`src/rtl/cfg_rev_pkg.sv`:
```
package cfg_rev_pkg;

  typedef enum logic [2:0] {
    ST_IDLE    = 3'd0,
    ST_LATCH   = 3'd1,
    ST_PLOW    = 3'd2,
    ST_SETTLE  = 3'd3,
    ST_RELEASE = 3'd4,
    ST_WAITD   = 3'd5
  } seq_state_t;

  function automatic int unsigned max3(int unsigned a, int unsigned b, int unsigned c);
    int unsigned m;
    m = (a > b) ? a : b;
    return (m > c) ? m : c;
  endfunction

endpackage

```
`src/rtl/cfg_req_arb.sv`:
```
module cfg_req_arb #(
  parameter int unsigned SEL_W = 2
) (
  input  logic [SEL_W-1:0] app_sel_i,
  input  logic             app_go_i,
  input  logic [SEL_W-1:0] host_sel_i,
  input  logic             host_go_i,
  output logic             req_go_o,
  output logic [SEL_W-1:0] req_sel_o
);

  // host port wins a same-cycle collision
  always_comb begin
    req_go_o  = app_go_i | host_go_i;
    req_sel_o = host_go_i ? host_sel_i : app_sel_i;
  end

endmodule

```
`src/rtl/cfg_sel_hold.sv`:
```
module cfg_sel_hold #(
  parameter int unsigned SEL_W       = 2,
  parameter int unsigned DEFAULT_SEL = 0
) (
  input  logic             clk,
  input  logic             rst_n,
  input  logic             load_en_i,
  input  logic [SEL_W-1:0] load_val_i,
  output logic [SEL_W-1:0] sel_o
);

  logic [SEL_W-1:0] sel_q;
  logic [SEL_W-1:0] sel_d;

  always_comb begin
    sel_d = sel_q;
    if (load_en_i) sel_d = load_val_i;
  end

  always_ff @(posedge clk or negedge rst_n) begin
    if (!rst_n) sel_q <= SEL_W'(DEFAULT_SEL);
    else        sel_q <= sel_d;
  end

  assign sel_o = sel_q;

endmodule

```
`src/rtl/cfg_seq_fsm.sv`:
```
module cfg_seq_fsm
  import cfg_rev_pkg::*;
#(
  parameter int unsigned PROG_LOW_CYC = 8,
  parameter int unsigned SETUP_CYC    = 4,
  parameter int unsigned DONE_TIMEOUT = 1000
) (
  input  logic clk,
  input  logic rst_n,
  input  logic req_go_i,
  input  logic cfg_done_i,
  output logic load_en_o,
  output logic prog_n_o,
  output logic busy_o,
  output logic done_o,
  output logic err_o
);

  localparam int unsigned MAXC  = max3(PROG_LOW_CYC, SETUP_CYC, DONE_TIMEOUT);
  localparam int unsigned CNT_W = (MAXC < 2) ? 1 : $clog2(MAXC);

  seq_state_t       state_q, state_d;
  logic [CNT_W-1:0] cnt_q, cnt_d;
  logic             done_q, done_d;
  logic             err_q, err_d;
  logic             set_done, set_err;

  // next-state logic
  always_comb begin
    state_d   = state_q;
    load_en_o = 1'b0;
    set_done  = 1'b0;
    set_err   = 1'b0;
    unique case (state_q)
      ST_IDLE: begin
        if (req_go_i) begin
          load_en_o = 1'b1;
          state_d   = ST_LATCH;
        end
      end
      ST_LATCH:   state_d = ST_PLOW;
      ST_PLOW: begin
        if (cnt_q == CNT_W'(PROG_LOW_CYC - 1)) state_d = ST_SETTLE;
      end
      ST_SETTLE: begin
        if (cnt_q == CNT_W'(SETUP_CYC - 1)) state_d = ST_RELEASE;
      end
      ST_RELEASE: state_d = ST_WAITD;
      ST_WAITD: begin
        if (cfg_done_i) begin
          set_done = 1'b1;
          state_d  = ST_IDLE;
        end else if (cnt_q == CNT_W'(DONE_TIMEOUT - 1)) begin
          set_err = 1'b1;
          state_d = ST_IDLE;
        end
      end
      default: state_d = ST_IDLE;
    endcase
  end

  // interval counter restarts on every state change
  always_comb begin
    if (state_d != state_q) cnt_d = '0;
    else                    cnt_d = cnt_q + 1'b1;
  end

  // sticky status, cleared by an accepted request
  always_comb begin
    done_d = done_q;
    err_d  = err_q;
    if (load_en_o) begin
      done_d = 1'b0;
      err_d  = 1'b0;
    end
    if (set_done) done_d = 1'b1;
    if (set_err)  err_d  = 1'b1;
  end

  // register process
  always_ff @(posedge clk or negedge rst_n) begin
    if (!rst_n) begin
      state_q <= ST_IDLE;
      cnt_q   <= '0;
      done_q  <= 1'b0;
      err_q   <= 1'b0;
    end else begin
      state_q <= state_d;
      cnt_q   <= cnt_d;
      done_q  <= done_d;
      err_q   <= err_d;
    end
  end

  assign busy_o   = (state_q != ST_IDLE);
  assign prog_n_o = !((state_q == ST_PLOW) || (state_q == ST_SETTLE));
  assign done_o   = done_q;
  assign err_o    = err_q;

endmodule

```
`src/rtl/cfg_rev_sel.sv`:
```
module cfg_rev_sel #(
  parameter int unsigned SEL_W        = 2,
  parameter int unsigned DEFAULT_SEL  = 0,
  parameter int unsigned PROG_LOW_CYC = 8,
  parameter int unsigned SETUP_CYC    = 4,
  parameter int unsigned DONE_TIMEOUT = 1000
) (
  input  logic             clk,
  input  logic             rst_n,
  input  logic [SEL_W-1:0] app_sel_i,
  input  logic             app_go_i,
  input  logic [SEL_W-1:0] host_sel_i,
  input  logic             host_go_i,
  input  logic             cfg_done_i,
  output logic [SEL_W-1:0] rev_sel_o,
  output logic             prog_n_o,
  output logic             busy_o,
  output logic             done_o,
  output logic             err_o
);

  logic             req_go;
  logic [SEL_W-1:0] req_sel;
  logic             load_en;

  cfg_req_arb #(.SEL_W(SEL_W)) arb_i (
    .app_sel_i  (app_sel_i),
    .app_go_i   (app_go_i),
    .host_sel_i (host_sel_i),
    .host_go_i  (host_go_i),
    .req_go_o   (req_go),
    .req_sel_o  (req_sel)
  );

  cfg_seq_fsm #(
    .PROG_LOW_CYC (PROG_LOW_CYC),
    .SETUP_CYC    (SETUP_CYC),
    .DONE_TIMEOUT (DONE_TIMEOUT)
  ) seq_i (
    .clk        (clk),
    .rst_n      (rst_n),
    .req_go_i   (req_go),
    .cfg_done_i (cfg_done_i),
    .load_en_o  (load_en),
    .prog_n_o   (prog_n_o),
    .busy_o     (busy_o),
    .done_o     (done_o),
    .err_o      (err_o)
  );

  cfg_sel_hold #(.SEL_W(SEL_W), .DEFAULT_SEL(DEFAULT_SEL)) hold_i (
    .clk        (clk),
    .rst_n      (rst_n),
    .load_en_i  (load_en),
    .load_val_i (req_sel),
    .sel_o      (rev_sel_o)
  );

endmodule

```
`config.mk`:
```
export PLATFORM = sky130hd
export DESIGN_NAME = cfg_rev_sel
export DESIGN_NICKNAME = d
export VERILOG_FILES = /design/src/rtl/cfg_rev_pkg.sv /design/src/rtl/cfg_req_arb.sv /design/src/rtl/cfg_sel_hold.sv /design/src/rtl/cfg_seq_fsm.sv /design/src/rtl/cfg_rev_sel.sv
export SDC_FILE = /design/constraint.sdc
export NUM_CORES = 1
export LEC_CHECK = 0
export BUFFER_PORTS_ARGS = -buffer_cell sky130_fd_sc_hd__buf_2
export CORE_ASPECT_RATIO = 1.2
export CORE_UTILIZATION = 42
export CTS_CLUSTER_DIAMETER = 80
export DETAILED_ROUTE_END_ITERATION = 8
export GPL_ROUTABILITY_DRIVEN = 0
export PLACE_DENSITY = 0.59
export SLEW_MARGIN = 0
export SYNTH_ARGS = -nofsm -noshare
export SYNTH_HDL_FRONTEND = slang
export SYNTH_SLANG_ARGS = --single-unit
export TNS_END_PERCENT = 1
```
`constraint.sdc`:
```
create_clock -name clk -period 2 [get_ports clk]
set_input_delay 0.4 -clock clk [delete_from_list [all_inputs] [get_ports clk]]
set_output_delay 0.4 -clock clk [all_outputs]
set_load 0.02 [all_outputs]
```
==> results <==
- The number of antenna diodes in the final layout is 0.
- The floorplan die area is roughly 0.0023 mm^2.
- The TritonCTS clock tree is yes.
- The arrival time of the worst setup path is 1320 ps.
- The slowest stage of the critical path belongs to the cell sky130_fd_sc_hd__dfrtp_1.
- Adding up every negative setup slack in the final design gives 0 ps.
- The yosys synthesis warning count is 0.
- The overall power after layout is 0.001106 W.
- Static timing analysis puts the maximum clock frequency at 582.4 MHz.
- The die span in y is 52.06 um.
- The total net switching power is between 0.0004 and 0.0005 W.
- The clock tree root buffer cell is sky130_fd_sc_hd__clkbuf_4.
- The count of nets left with antenna violations once routing finished came out at 0.
- The number of violations reported at the end of detailed-routing iteration 0 is 13.
- Cells with a size suffix above 1 make up 25.74% of the layout.
- The hold buffer count at cts is 0.
- The clock tree buffer depth is 2.
- The number of hold-slack violations in the final timing report is 0.
- The power density over cell area is about 1100 mW/mm^2.
- The post-detailed-routing wire length is about 1.7 mm.
- The critical path start-end classification is flip-flop to primary output.
- The post-detailed-route wirelength per cell is 14.13 um.
- For this configuration, the core starts out at a cell density of 46.33%.
- Port buffering added 14 buffers.
- The worst-case clock skew is 0.9879 ps.
- Synthesis handed over a netlist of 83 instances.
- The global-route wire length before repair is 2.911 mm.
- The floorplan has 17 rows.
- Sequential cells account for between 40 and 50% of the total power.
- For this run, the slowest stage of the critical path takes 470 ps.
- Setup repair after global routing left no endpoint under its margin.
- The worst path required time is about 1600 ps.
- In this run the number of H-tree levels came out at 1.
- Global routing used between 15 and 20% of the available tracks across all layers.
- The clock period could shrink to 1717 ps.
- STA classifies the critical path startpoint as a flip-flop.
- The post-detailed-route via-to-cell ratio is 5.567.
- For this run, the leading register cell type out of synthesis is sky130_fd_sc_hd__dfrtp_1.
- The worst supply voltage drop on vdd is 629.3 uV.
- After clock tree synthesis, the repair step resized 0 gates.
- The fraction of the yosys area taken by sequential cells is 48.50%.
- Of all flip-flops after synthesis, the portion carrying an async set or reset was 100.0%.
- The fraction of the cycle the final worst path needs is 85.85%.
- In this run the cell area of the synthesized design comes to 877.1 um^2.
- Combinational cells account for a little over a third of the total power.
- The first TritonRoute pass finished after 5 iterations.
- The number of antenna violations at the first check in global routing is 0.
- The number of nets in the layout is 112.
- The family of cells with the greatest summed delay on the critical path is flip-flops.
- The clock-pin slew reported for the worst setup and hold paths after clock tree synthesis is ~100 ps.
- The die is 43.72 um wide.
- Counting every sink on the clock net gives 17.
- The cell-internal power is about 0.00066 W.
- The via count is approximately 670.
- During I/O placement, the number of pins put on the boundary was 15.
- The total area inside the core boundary comes to about 0.0019 mm^2.
- The pin count of the biggest net entering global routing is 18.
- Setup violations remaining at the end of the flow were counted as 0.
- The flow ran to the end, but the final reports show violations.
- The endpoint class of the critical path is a primary output.
- Max-cap violations in this run came to 0.
- The number of buffer and inverter instances along the worst setup path is 2.
- Clock tree synthesis inserted a total of 3 buffers.
- The layout overhead on the synthesized area is 13.84%.
- Each instance of the synthesized netlist takes up on average 10.57 um^2.
- For this run, design rule violations remaining after detail routing come to 4.
- The via count of the first global-routing pass was 662.
- After global routing the overflow that remains totals 0.
- The worst relative slew slack is 67.86%.
- Per report_power, the clock group accounts for 16.8% of the total.
- The clock latency of the later-clocked register in the worst-skew pair is 290 ps.
- The critical path goes through nor3_2, inv_1, buf_2.
- In this run, synthesis produced a sequential element count of 17.
- The count of final max-slew check failures is 0.
- Yosys mapped the design onto 34 distinct sky130hd cell types.
- For the pin with the worst max-slew slack, the measured transition is 478.9 ps.
- The worst min-delay path category is input pin to async pin.
- Summed over all cells, the static leakage comes to 0.4475 nW.
- Synthesis produced a netlist with a net count of 93.
- Net switching is 39.90% of the power.
- The post-detailed-placement half-perimeter wirelength is 1.225 mm.
- The number of setup buffers added after CTS is 0.
- The final reports fail on DRC.
- The maximum fanout along the worst path is 6.
- The number of synthesized flops with an enable pin is 0.
- Hold is met by 12.84 ps.
through the flow:
| step | util (%) | setup slack [ps] | cell area [um^2] | cells |
|---|---|---|---|---|
| after floorplan | - | 623.6 | 877.1 | 83 |
| after global placement | 51.29 | 482.8 | 970.9 | 116 |
| after detailed placement | 51.29 | 473.9 | 970.9 | 116 |
| after CTS | 52.74 | 255.2 | 998.5 | 120 |
| after global routing | 52.74 | 213.7 | 998.5 | 120 |
| final | 52.74 | 283.1 | 998.5 | 120 |
final timing paths:
path	from	endpoint	slack [ps]	cells past startpoint
worst min-delay path	rst_n	seq_i.state_q[0]	10	1
min in group clk	cfg_done_i	seq_i.done_o	380	2
worst min register to register	seq_i.cnt_q[0]	seq_i.cnt_q[0]	470	1
max in group asynchronous	rst_n	seq_i.state_q[2]	1710	1
worst max-delay path	seq_i.state_q[0]	busy_o	280	3
worst max register to register	seq_i.cnt_q[0]	seq_i.cnt_q[0]	470	5
sequential cells by signal (all words and copies together) (netlist names):
name and cells:
seq_i.done_o 1, hold_i.sel_o 2, seq_i.state_q 3, seq_i.cnt_q 10
seq_i.err_o 1
placed cells by master, fill, tap and decap left out, types with 2 or more instances in the layout:
cell type	count
sky130_fd_sc_hd__buf_2	14
sky130_fd_sc_hd__nor2_1	5
sky130_fd_sc_hd__clkbuf_4	3
sky130_fd_sc_hd__nand2_1	9
sky130_fd_sc_hd__xnor2_1	3
sky130_fd_sc_hd__xor2_1	5
sky130_fd_sc_hd__inv_1	2
sky130_fd_sc_hd__mux2i_1	3
sky130_fd_sc_hd__o21ai_0	3
sky130_fd_sc_hd__a21oi_1	8
sky130_fd_sc_hd__nor4_2	2
sky130_fd_sc_hd__dfrtp_1	17
sky130_fd_sc_hd__nand4_1	2
sky130_fd_sc_hd__nor3_1	2
Yosys cell counts (all sizes together), types with 2 or more instances:
| library cell | instances | area [um^2] |
|---|---|---|
| a211oi | 2 | 20.02 |
| a21oi | 9 | 56.31 |
| dfrtp | 17 | 425.4 |
| inv | 2 | 7.510 |
| mux2i | 3 | 30.03 |
| nand2 | 10 | 40.04 |
| nand4 | 2 | 12.51 |
| nor2 | 5 | 18.77 |
| nor3 | 3 | 20.02 |
| nor4 | 2 | 25.02 |
| o21ai | 4 | 20.01 |
| xnor2 | 3 | 26.28 |
| xor2 | 5 | 43.79 |
cell families after synthesis:
group           Yosys count  synth area share [%]
buf+inv                   2                0.8562
mux                       3                 3.424
flops                    17                 48.50
fa+ha+maj                 1                 1.426
simple gates             31                 21.40
compound gates           21                 16.41
xor+xnor                  8                 7.989
final cells by class:
| cell class | instances | area, um^2 |
|---|---|---|
| Inverter | 2 | 7.507 |
| Sequential cell | 17 | 425.4 |
| Multi-Input combinational cell | 64 | 444.2 |
| Timing Repair Buffer | 14 | 70.07 |
| Clock inverter | 1 | 5.005 |
| Tap cell | 19 | 23.77 |
| Fill cell | 186 | 894.6 |
| Clock buffer | 3 | 22.52 |
worst reg2reg max path, delay by kind of cell, from the launching register on:
family	cells	cell delay, ps
flip-flops	1	380
adder cells (fa/ha/maj)	1	190
AO/OA/AOI/OAI	3	580
AND/OR/NAND/NOR	1	260
layer usage:
layer | routed length (um) | up-vias | global-route usage, %
met5 | 0 | - | 0
met4 | 16 | 0 | 9.375
met3 | 63 | 2 | 2.083
met2 | 814 | 11 | 29.35
met1 | 802 | 319 | 22.25
li1 | - | 336 | -
power by group through the flow:
stage / logic (W) / registers [W] / clock network, W
finish: 0.000403 / 0.000517 / 0.000186
detailed placement: 0.000407 / 0.000525 / 0
CTS: 0.000409 / 0.000518 / 0.000198
global route: 0.000451 / 0.000532 / 0.000206
floorplan: 0.000280 / 0.000533 / 0
global placement: 0.000409 / 0.000523 / 0
Power figures use the tool's default switching activity.
